### config.mk
export PLATFORM = sky130hd
export DESIGN_NAME = colq_backend
export DESIGN_NICKNAME = d
export VERILOG_FILES = /design/src/rtl/colq_pkg.sv /design/src/rtl/colq_phase_interp.sv /design/src/rtl/colq_sampler.sv /design/src/rtl/colq_fine_dec.sv /design/src/rtl/colq_cds.sv /design/src/rtl/colq_backend.sv
export SDC_FILE = /design/constraint.sdc
export NUM_CORES = 1
export LEC_CHECK = 0
export ABC_CLOCK_PERIOD_IN_PS = 4590
export BUFFER_PORTS_ARGS = -buffer_cell sky130_fd_sc_hd__buf_2
export CELL_PAD_IN_SITES_DETAIL_PLACEMENT = 0
export CELL_PAD_IN_SITES_GLOBAL_PLACEMENT = 2
export CORE_ASPECT_RATIO = 0.75
export CORE_MARGIN = 8
export CORE_UTILIZATION = 42
export DETAILED_ROUTE_END_ITERATION = 6
export PLACE_DENSITY_LB_ADDON = 0.1
export SYNTH_ARGS = -nofsm -noshare
export SYNTH_HDL_FRONTEND = slang
export SYNTH_HIERARCHICAL = 1
export SYNTH_SLANG_ARGS = --single-unit
### constraint.sdc
create_clock -name clk -period 4.59 [get_ports clk]
set_input_delay 0.2295 -clock clk [delete_from_list [all_inputs] [get_ports clk]]
set_output_delay 0.2295 -clock clk [all_outputs]
set_load 0.01 [all_outputs]
### src/rtl/colq_pkg.sv
package colq_pkg;

  // Stage of the phase sampler within one conversion
  typedef enum logic [1:0] {
    FR_IDLE = 2'd0,   // snapshot frozen, waiting for a start
    FR_HIGH = 2'd1,   // armed, sampling while the comparator pulse is high
    FR_WIN  = 2'd2    // post-fall window still sampling
  } fr_state_t;

endpackage

### src/rtl/colq_phase_interp.sv
// Places primary and interpolated phases on alternating snapshot channels.
module colq_phase_interp #(
  parameter int PH_IN = 4,
  localparam int NCH  = 2 * PH_IN
) (
  input  logic [PH_IN-1:0] ph_main,
  input  logic [PH_IN-1:0] ph_mid,
  output logic [NCH-1:0]   ch
);

  for (genvar k = 0; k < PH_IN; k++) begin : g_lane
    assign ch[2*k]   = ph_main[k];
    assign ch[2*k+1] = ph_mid[k];
  end

endmodule

### src/rtl/colq_sampler.sv
// Phase flops, coarse counter and the post-fall enable window.
module colq_sampler
  import colq_pkg::*;
#(
  parameter int NCH      = 8,
  parameter int COARSE_W = 8,
  parameter int WIN_W    = 2
) (
  input  logic                clk,
  input  logic                rst_n,
  input  logic                clr,
  input  logic                pulse,
  input  logic [NCH-1:0]      ch,
  input  logic [WIN_W-1:0]    win_len,
  output logic [NCH-1:0]      snap,
  output logic [COARSE_W-1:0] coarse,
  output logic                snap_rdy
);

  localparam logic [COARSE_W-1:0] CMAX = '1;

  fr_state_t            st_q, st_n;
  logic                 pulse_d_q, pulse_d_n;
  logic [WIN_W-1:0]     win_q, win_n;
  logic [NCH-1:0]       ph_q, ph_n;
  logic [COARSE_W-1:0]  cnt_q, cnt_n;
  logic                 rdy_q, rdy_n;
  logic                 fall;
  logic                 en;
  logic                 wrap;

  assign fall = pulse_d_q & ~pulse;
  assign en   = ((st_q == FR_HIGH) & (pulse | fall)) | (st_q == FR_WIN);
  // Master-phase flop drops 1 -> 0 at a period boundary
  assign wrap = ph_q[NCH-1] & ~ch[NCH-1];

  always_comb begin
    st_n      = st_q;
    pulse_d_n = pulse_d_q;
    win_n     = win_q;
    ph_n      = ph_q;
    cnt_n     = cnt_q;
    rdy_n     = 1'b0;
    if (clr) begin
      st_n      = FR_HIGH;
      pulse_d_n = 1'b0;
      win_n     = '0;
      ph_n      = '0;
      cnt_n     = '0;
    end else begin
      pulse_d_n = (st_q == FR_HIGH) ? pulse : 1'b0;
      case (st_q)
        FR_HIGH: begin
          if (fall) begin
            if (win_len == '0) begin
              st_n  = FR_IDLE;
              rdy_n = 1'b1;
            end else begin
              st_n  = FR_WIN;
              win_n = win_len;
            end
          end
        end
        FR_WIN: begin
          win_n = win_q - 1'b1;
          if (win_q == WIN_W'(1)) begin
            st_n  = FR_IDLE;
            rdy_n = 1'b1;
          end
        end
        default: st_n = FR_IDLE;
      endcase
      if (en) begin
        ph_n = ch;
        if (wrap && (cnt_q != CMAX)) cnt_n = cnt_q + 1'b1;
      end
    end
  end

  always_ff @(posedge clk or negedge rst_n) begin
    if (!rst_n) begin
      st_q      <= FR_IDLE;
      pulse_d_q <= 1'b0;
      win_q     <= '0;
      ph_q      <= '0;
      cnt_q     <= '0;
      rdy_q     <= 1'b0;
    end else begin
      st_q      <= st_n;
      pulse_d_q <= pulse_d_n;
      win_q     <= win_n;
      ph_q      <= ph_n;
      cnt_q     <= cnt_n;
      rdy_q     <= rdy_n;
    end
  end

  assign snap     = ph_q;
  assign coarse   = cnt_q;
  assign snap_rdy = rdy_q;

  // no phase flop toggles outside the sampling window
  p_frozen_outside_window_r5: assert property (@(posedge clk) disable iff (!rst_n)
    (!en && !clr) |=> $stable(snap));

  // the coarse count only grows within a conversion
  p_coarse_monotonic_r4: assert property (@(posedge clk) disable iff (!rst_n)
    !clr |=> (coarse >= $past(coarse)));

  // a full coarse counter stays full
  p_coarse_saturate_r6: assert property (@(posedge clk) disable iff (!rst_n)
    (!clr && (coarse == CMAX)) |=> (coarse == CMAX));

  // the freeze marker lasts one cycle
  p_rdy_single_r7: assert property (@(posedge clk) disable iff (!rst_n)
    snap_rdy |=> !snap_rdy);

endmodule

### src/rtl/colq_fine_dec.sv
// Addressed serial readout of the snapshot and popcount-style fine decode.
module colq_fine_dec #(
  parameter int NCH    = 8,
  parameter int FINE_W = 4,
  localparam int AW    = $clog2(NCH + 1)
) (
  input  logic              clk,
  input  logic              rst_n,
  input  logic              clr,
  input  logic              go,
  input  logic [NCH-1:0]    snap,
  output logic [FINE_W-1:0] fine,
  output logic              fin
);

  logic              act_q, act_n;
  logic [AW-1:0]     addr_q, addr_n;
  logic              mode_q, mode_n;
  logic [FINE_W-1:0] acc_q, acc_n;
  logic [FINE_W-1:0] fine_q, fine_n;
  logic              fin_q, fin_n;
  logic              rd_bit;

  // Address a selects snapshot bit NCH-1-a: MSB first
  always_comb begin
    rd_bit = 1'b0;
    for (int i = 0; i < NCH; i++) begin
      if (addr_q == AW'(NCH - 1 - i)) rd_bit = snap[i];
    end
  end

  always_comb begin
    act_n  = act_q;
    addr_n = addr_q;
    mode_n = mode_q;
    acc_n  = acc_q;
    fine_n = fine_q;
    fin_n  = 1'b0;
    if (clr) begin
      act_n  = 1'b0;
      addr_n = '0;
      mode_n = 1'b0;
      acc_n  = '0;
    end else if (go) begin
      act_n  = 1'b1;
      addr_n = '0;
    end else if (act_q) begin
      if (addr_q == '0) begin
        mode_n = rd_bit;
        acc_n  = '0;
        addr_n = addr_q + 1'b1;
      end else if (addr_q < AW'(NCH)) begin
        acc_n  = acc_q + FINE_W'(rd_bit ^ mode_q);
        addr_n = addr_q + 1'b1;
      end else begin
        fine_n = mode_q ? (FINE_W'(NCH) + acc_q) : acc_q;
        fin_n  = 1'b1;
        act_n  = 1'b0;
        addr_n = '0;
      end
    end
  end

  always_ff @(posedge clk or negedge rst_n) begin
    if (!rst_n) begin
      act_q  <= 1'b0;
      addr_q <= '0;
      mode_q <= 1'b0;
      acc_q  <= '0;
      fine_q <= '0;
      fin_q  <= 1'b0;
    end else begin
      act_q  <= act_n;
      addr_q <= addr_n;
      mode_q <= mode_n;
      acc_q  <= acc_n;
      fine_q <= fine_n;
      fin_q  <= fin_n;
    end
  end

  assign fine = fine_q;
  assign fin  = fin_q;

  // the address sequence never leaves its 9 steps
  p_addr_bound_r7: assert property (@(posedge clk) disable iff (!rst_n)
    act_q |-> (addr_q <= AW'(NCH)));

  // upper half of the fine range iff the frozen MSB is set
  p_fine_msb_r3: assert property (@(posedge clk) disable iff (!rst_n)
    fin |-> ((fine >= FINE_W'(NCH)) == snap[NCH-1]));

endmodule

### src/rtl/colq_cds.sv
// Holds the reset-level code and forms the clamped difference.
module colq_cds #(
  parameter int RAW_W = 12
) (
  input  logic             clk,
  input  logic             rst_n,
  input  logic             fin,
  input  logic             is_ref,
  input  logic [RAW_W-1:0] raw,
  output logic [RAW_W-1:0] result,
  output logic             valid
);

  logic [RAW_W-1:0] ref_q, ref_n;
  logic [RAW_W-1:0] res_q, res_n;
  logic             vld_q, vld_n;

  always_comb begin
    ref_n = ref_q;
    res_n = res_q;
    vld_n = 1'b0;
    if (fin) begin
      if (is_ref) begin
        ref_n = raw;
      end else begin
        res_n = (raw >= ref_q) ? (raw - ref_q) : '0;
        vld_n = 1'b1;
      end
    end
  end

  always_ff @(posedge clk or negedge rst_n) begin
    if (!rst_n) begin
      ref_q <= '0;
      res_q <= '0;
      vld_q <= 1'b0;
    end else begin
      ref_q <= ref_n;
      res_q <= res_n;
      vld_q <= vld_n;
    end
  end

  assign result = res_q;
  assign valid  = vld_q;

  // a subtracted result never exceeds the raw code it came from
  p_clamp_r8: assert property (@(posedge clk) disable iff (!rst_n)
    valid |-> (result <= $past(raw)));

  // strobe is a single cycle
  p_valid_single_r7: assert property (@(posedge clk) disable iff (!rst_n)
    valid |=> !valid);

endmodule

### src/rtl/colq_backend.sv
module colq_backend #(
  parameter int PH_IN  = 4,
  parameter int RAW_W  = 12,
  parameter int WIN_W  = 2,
  localparam int NCH      = 2 * PH_IN,
  localparam int FINE_W   = $clog2(2 * NCH),
  localparam int COARSE_W = RAW_W - FINE_W
) (
  input  logic             clk,
  input  logic             rst_n,
  input  logic             conv_start,
  input  logic             conv_is_ref,
  input  logic             cmp_pulse,
  input  logic [PH_IN-1:0] ph_main,
  input  logic [PH_IN-1:0] ph_mid,
  input  logic [WIN_W-1:0] win_len,
  output logic [RAW_W-1:0] result,
  output logic             result_valid
);

  logic [1:0]          rst_pipe;
  logic                rst_core_n;
  logic                kind_ref_q, kind_ref_n;
  logic [NCH-1:0]      ch;
  logic [NCH-1:0]      snap;
  logic [COARSE_W-1:0] coarse;
  logic                snap_rdy;
  logic [FINE_W-1:0]   fine;
  logic                dec_fin;
  logic [RAW_W-1:0]    raw;

  // Asynchronous assert, synchronous release
  always_ff @(posedge clk or negedge rst_n) begin
    if (!rst_n) rst_pipe <= '0;
    else        rst_pipe <= {rst_pipe[0], 1'b1};
  end
  assign rst_core_n = rst_pipe[1];

  always_comb begin
    kind_ref_n = kind_ref_q;
    if (conv_start) kind_ref_n = conv_is_ref;
  end

  always_ff @(posedge clk or negedge rst_core_n) begin
    if (!rst_core_n) kind_ref_q <= 1'b0;
    else             kind_ref_q <= kind_ref_n;
  end

  colq_phase_interp #(.PH_IN(PH_IN)) u_interp (
    .ph_main (ph_main),
    .ph_mid  (ph_mid),
    .ch      (ch)
  );

  colq_sampler #(.NCH(NCH), .COARSE_W(COARSE_W), .WIN_W(WIN_W)) u_sampler (
    .clk      (clk),
    .rst_n    (rst_core_n),
    .clr      (conv_start),
    .pulse    (cmp_pulse),
    .ch       (ch),
    .win_len  (win_len),
    .snap     (snap),
    .coarse   (coarse),
    .snap_rdy (snap_rdy)
  );

  colq_fine_dec #(.NCH(NCH), .FINE_W(FINE_W)) u_dec (
    .clk   (clk),
    .rst_n (rst_core_n),
    .clr   (conv_start),
    .go    (snap_rdy),
    .snap  (snap),
    .fine  (fine),
    .fin   (dec_fin)
  );

  assign raw = {coarse, fine};

  colq_cds #(.RAW_W(RAW_W)) u_cds (
    .clk    (clk),
    .rst_n  (rst_core_n),
    .fin    (dec_fin),
    .is_ref (kind_ref_q),
    .raw    (raw),
    .result (result),
    .valid  (result_valid)
  );

  // a strobe is always preceded by the end of a decode
  p_valid_after_decode_r7: assert property (@(posedge clk) disable iff (!rst_core_n)
    result_valid |-> $past(dec_fin));

  // reference conversions stay silent
  p_ref_silent_r8: assert property (@(posedge clk) disable iff (!rst_core_n)
    (dec_fin && kind_ref_q) |=> !result_valid);

  // a start aborts the readout in flight
  p_start_aborts_r9: assert property (@(posedge clk) disable iff (!rst_core_n)
    conv_start |=> !dec_fin);

endmodule

Word level (Yosys, flattened, before mapping) --
Index checks and enable logic that the tools add are counted. Widths: inputs -> output; s select.
Word-level totals: memory bits (writable) 0, output and inout port bits 13, ROM bits 0, word-level logic and storage cells 128, register bits 65, memories kept 0, input port bits 15, latch bits 0
Cells by class: shift operators 0, multiplexer cells 57, bitwise logic cells 13, divide/modulo/power cells 0, eq/ne operators 15, add/subtract/negate cells 6, $mul 0, magnitude comparators 2, reductions and logical operators 18
Operator list (number):
- $mux 4 | 11
- $mux 8 | 5
- $mux 1 | 30
- $eq 4x3->1 const B | 4
- $mux 2 | 7
- $ge 12x12->1 | 1
- $mux 12 | 1
- $sub 12x12->12 | 1
- $reduce_and 3->1 | 3
- $reduce_bool 3->1 | 3
- $add 8x1->8 const B | 1
- $eq 4x2->1 const B | 2
- $ne 8x8->1 const B | 1
- $pmux 2 s2 | 2
- $reduce_and 2->1 | 4
- $reduce_bool 2->1 | 4
- $not 1->1 | 7
- $ne 3x3->1 const B | 2
- $reduce_and 5->1 | 1
- $add 4x1->4 const B | 1
- $add 4x4->4 | 1
- $add 4x4->4 const A | 1
- $eq 2x1->1 const B | 2
- $eq 4x1->1 const B | 1
- 12 further kinds | 15

Depth between registers and ports, before layout --
word-level depth 16, gate-level depth with buffers 11, mapped depth without buffers 11

Cells and area by module --
Netlist, hierarchy kept.
Modules (own cells, without submodules):
- colq_cds | area an instance 1510.2 um^2, sequential area each 625.6 um^2, times used 1, cells each 147
- colq_sampler | area an instance 1232.4 um^2, sequential area each 550.5 um^2, times used 1, cells each 121
- colq_fine_dec | area an instance 865.8 um^2, sequential area each 375.4 um^2, times used 1, cells each 84
- colq_backend | area an instance 93.8 um^2, sequential area each 75.1 um^2, times used 1, cells each 5
- colq_phase_interp | area an instance 60.1 um^2, sequential area each 0.0 um^2, times used 1, cells each 8

Least setup slack after synthesis --
Ideal clock, no wire load.
kind register to register, start point register u_dec.fine_q[0] (netlist: u_dec/fine[0]), end point register u_cds.res_q[10] (netlist: u_cds/result[10]), required time 4.469 ns, library setup time 0.121 ns, period minus slack after synthesis 2.120 ns, buffers on the path 1, stages on the path, launching flop included 11, path slack 2.470 ns, arrival 1.999 ns, cells stage by stage dfrtp_1 > inv_1 > ha_1 > inv_1 > fa_1 > a211oi_1 > o211ai_1 > a21oi_1 > a211oi_2 > buf_4 > a22o_1
Between the ends: cells in the longest elaborated chain, start to end 2, elaborated cells on any way between the ends 3, those cells by class add/sub: 1; order compare: 1; mux: 1
Ends and longest elaborated chain:
- start: declaration | line colq_fine_dec.sv:20 | logic [FINE_W-1:0] fine_q, fine_n;
- start signal: assignment | line colq_fine_dec.sv:77 | fine_q <= fine_n;
- $sub 12x12->12 or $ge 12x12->1 (tied branches) | line colq_cds.sv:26 | res_n = (raw >= ref_q) ? (raw - ref_q) : '0;
- $mux 12 (*) | line colq_cds.sv:26
- end signal: assignment | line colq_cds.sv:39 | res_q <= res_n;
- end: declaration | line colq_cds.sv:15 | logic [RAW_W-1:0] res_q, res_n;
Mark *: on every way between the ends. The rest lies on a longest branch, timed or not. A chain may end at the register's enable or synchronous reset.

Final worst setup path --
start point register u_sampler.cnt_q[0] (netlist: u_sampler/coarse[0]), end point register u_cds.res_q[11] (netlist: u_cds/result[11])
Between the ends: cells in the longest elaborated chain, start to end 2, elaborated cells on any way between the ends 3, those cells by class add/sub: 1; order compare: 1; mux: 1
Ends and longest elaborated chain:
- start: declaration | line colq_sampler.sv:26 | logic [COARSE_W-1:0] cnt_q, cnt_n;
- start signal: assignment | line colq_sampler.sv:93 | cnt_q <= cnt_n;
- $sub 12x12->12 or $ge 12x12->1 (tied branches) | line colq_cds.sv:26
- $mux 12 (*) | line colq_cds.sv:26
Marks and branches as above.

==> key figures <==
Drt
  – First-pass DRT Iterations: 4
  – Via density: 5.30
  – DRC viols: 0
  – DR iter-0 viols: 185
  – WL final: 7.78 mm
  – Wirelength per Cell: 15.4 um
  – Vias post-DR: 2675
  – Antenna-violating nets left: 0

Logic synthesis
  – Seq/Total Area, Yosys: 43.2%
  – Number of synthesized flops with an enable pin: 0
  – Mean area per synthesized cell: 10.3 um^2
  – Synthesis Warnings: 6
  – Register bit total from synthesis: 65
  – Cells after synthesis: 365
  – Top FF cell, synth: dfrtp_1
  – Netlist Area Pre-Place: 3760 um^2
  – Synth Net Count: 406
  – Ys async rst share: 100%
  – Distinct cells, synth: 63

Clock tree
  – PostCTS Resize Cnt: 0
  – CTS Buf Count: 9
  – CTS Sinks: 65
  – Latest clock arrival within the worst-skew pair: 0.33 ns
  – CTS root buffer: clkbuf_16
  – Reg clk slew, reported paths: 0.05 ns
  – Htree depth: 3
  – CTS Buffer Depth: 2
  – Post-CTS setup buffer count: 0
  – CTS tree: done

Critical path
  – R2R setup slack: 2.11 ns
  – Reg-to-reg endpoint: u_cds/result[11]
  – Crit Path Max Fanout: 12
  – CP Cell Sequence: ha_1 -> o21ai_1 -> o211ai_1 -> a21oi_1 -> a211oi_2 -> a32o_1
  – Worst path slowest cell: a211oi_2
  – FF-to-FF path depth: 6
  – Worst path max stage delay: 0.70 ns
  – Crit path required time: 4.85 ns
  – CP arrival: 2.74 ns
  – Critical Path Source Type: register
  – FF-to-FF Start: u_sampler/coarse[0]
  – Setup crit end kind: register
  – CP Class: register to register

STA
  – Max Fclk: 0.403 GHz
  – Final TNS setup: 0 ns
  – Number of hold violations in the final report: 0
  – Min Tclk post-route: 2.48 ns
  – Least-Margin Pin Slew: 0.799 ns
  – Ratio of final minimum period to clock period: 54.1%
  – Rel. slew slack: 46.6%
  – RSZ-0062 raised after global routing: no
  – Setup violators final: 0
  – Skew final: 0.00824 ns
  – Count of pins over their slew limit: 0

Power
  – P_leak: 1.96 nW
  – Power Density: 456 nW/um^2
  – VDD IR max: 298 uV
  – Total chip power: 1.94 mW

GRT
  – Global-route wire length before repair: 13.6 mm
  – Tot GR Track Use: 13.7%
  – Number of global-route vias before repair: 2678
  – Largest net degree at the start of global routing: 49
  – Initial antenna violation count: 0
  – Global route overflow: 0

Place
  – IO Port Bufs: 27
  – Placed Area: 3950 um^2
  – Placed insts: 489
  – DP Wirelength: 5.49 mm
  – GP Congestion: 0.864

Worst hold path
  – Worst hold stages: 2
  – Worst hold path type: input pin to register
  – Worst Hold Path EP: kind_ref_q
  – Min-delay src: conv_is_ref

Run
  – MaxCap Viol Count: 0

Layout
  – Commonest non-fill, non-tap cell in the layout: dfrtp_1
  – Diode count: 0
  – Final net count: 430
  – Final Cell Area: 4250 um^2
  – Fin util: 48.0%
  – Post-route insts no fill: 505
  – Layout cell share with drive strength beyond 1: 19.6%
  – Commonest cells after routing, fill and taps aside: dfrtp_1 (64), inv_1 (30), buf_2 (27)
  – Synth-to-layout area growth: 13.1%

Floorplan
  – # IOs: 28
  – Die area: 12300 um^2
  – Starting Density: 42.5%
  – DIE WIDTH: 125 um
  – Core ar.: 8860 um^2
  – Die height: 98.0 um
  – Row count: 30

Outcome
  – Status: complete, no violations
## per-layer routing
metal	global-route usage (%)	part of all wire, %	wire length, um
met1	19.4	55	4250
met2	19.4	41	3210
met3	4.03	2.6	206
met4	4.48	1.4	107
met5	0	0	0
## synth_stat cells (all sizes together), types with 4 or more instances
master / n / area [um^2]
a211oi: 5 / 47.5
a21oi: 20 / 111
a22o: 10 / 87.6
a22oi: 4 / 30.0
buf: 15 / 103
dfrtp: 65 / 1630
ha: 25 / 313
inv: 30 / 113
mux2: 20 / 236
mux2i: 6 / 60.1
nand2: 20 / 75.1
nand2b: 12 / 75.1
nand3: 5 / 30.0
nand3b: 5 / 37.5
nand4: 4 / 25.0
nor2: 21 / 81.3
nor2b: 5 / 31.3
nor3: 11 / 55.1
nor3b: 5 / 42.5
o21ai: 22 / 110
o21bai: 4 / 41.3
xnor2: 6 / 52.6
## worst max-delay path: cells and delay by family, from the launching register on
kind | cells | cell delay (ns)
AO/OA/AOI/OAI | 5 | 1.54
adder cells (fa/ha/maj) | 1 | 0.43
flip-flops | 1 | 0.44
## power by group
part           switching, mW  total [mW]  internal [mW]
Sequential            0.0721       0.698          0.626
Combinational          0.312       0.558          0.246
Clock                  0.241       0.686          0.445
Total                  0.625        1.94           1.32
## area by class of cell
class / count / area [um^2]
Inverter: 30 / 113
Clock inverter: 3 / 40.0
Clock buffer: 12 / 256
Multi-Input combinational cell: 252 / 1910
Timing Repair Buffer: 31 / 168
Fill cell: 841 / 4600
Tap cell: 112 / 140
Sequential cell: 65 / 1630
## metrics by stage
stage / hold slack (ns) / worst slack, ns
final: 0.134 / 2.11
after detailed placement: 0.0173 / 2.15
after global placement: 0.0150 / 2.20
after floorplan: -0.0661 / 2.47
after CTS: 0.124 / 2.12
after global routing: 0.129 / 1.88
## logic make-up after synthesis
group	Yosys count	synth area share, %
AND/OR/NAND/NOR	102	15.1
adder cells (fa/ha/maj)	26	8.85
buffers and inverters	48	6.02
AO/OA/AOI/OAI	89	17.0
other	1	0.0997
flip-flops	65	43.2
multiplexers	26	7.88
XOR/XNOR	8	1.86
## registers in the layout, summed over array words and instances (netlist names)
signal,flops
kind_ref_q,1
rst_pipe,2
u_cds/ref_q,12
u_cds/result,12
u_cds/valid,1
u_dec/acc_q,4
u_dec/act_q,1
u_dec/addr_q,4
u_dec/fin,1
u_dec/fine,4
u_dec/mode_q,1
u_sampler/coarse,8
u_sampler/pulse_d_q,1
u_sampler/snap,8
u_sampler/snap_rdy,1
u_sampler/st_q,2
u_sampler/win_q,2
## worst max path at each step
stage	from	to	slack, ns
after floorplan	u_dec/fine[0]	u_cds/result[10]	2.47
after global placement	u_dec/fine[0]	u_cds/result[9]	2.20
after detailed placement	u_sampler/coarse[0]	u_cds/result[9]	2.15
after CTS	u_dec/fine[0]	u_cds/result[11]	2.12
after global routing	u_dec/fine[0]	u_cds/result[11]	1.88
final	u_sampler/coarse[0]	u_cds/result[11]	2.11
## what timing repair did
item	in CTS	in global routing
hold endpoints to repair	2	0
hold buffers	1	0
setup endpoints to repair	0	0
(Power assumes the default switching activity.)
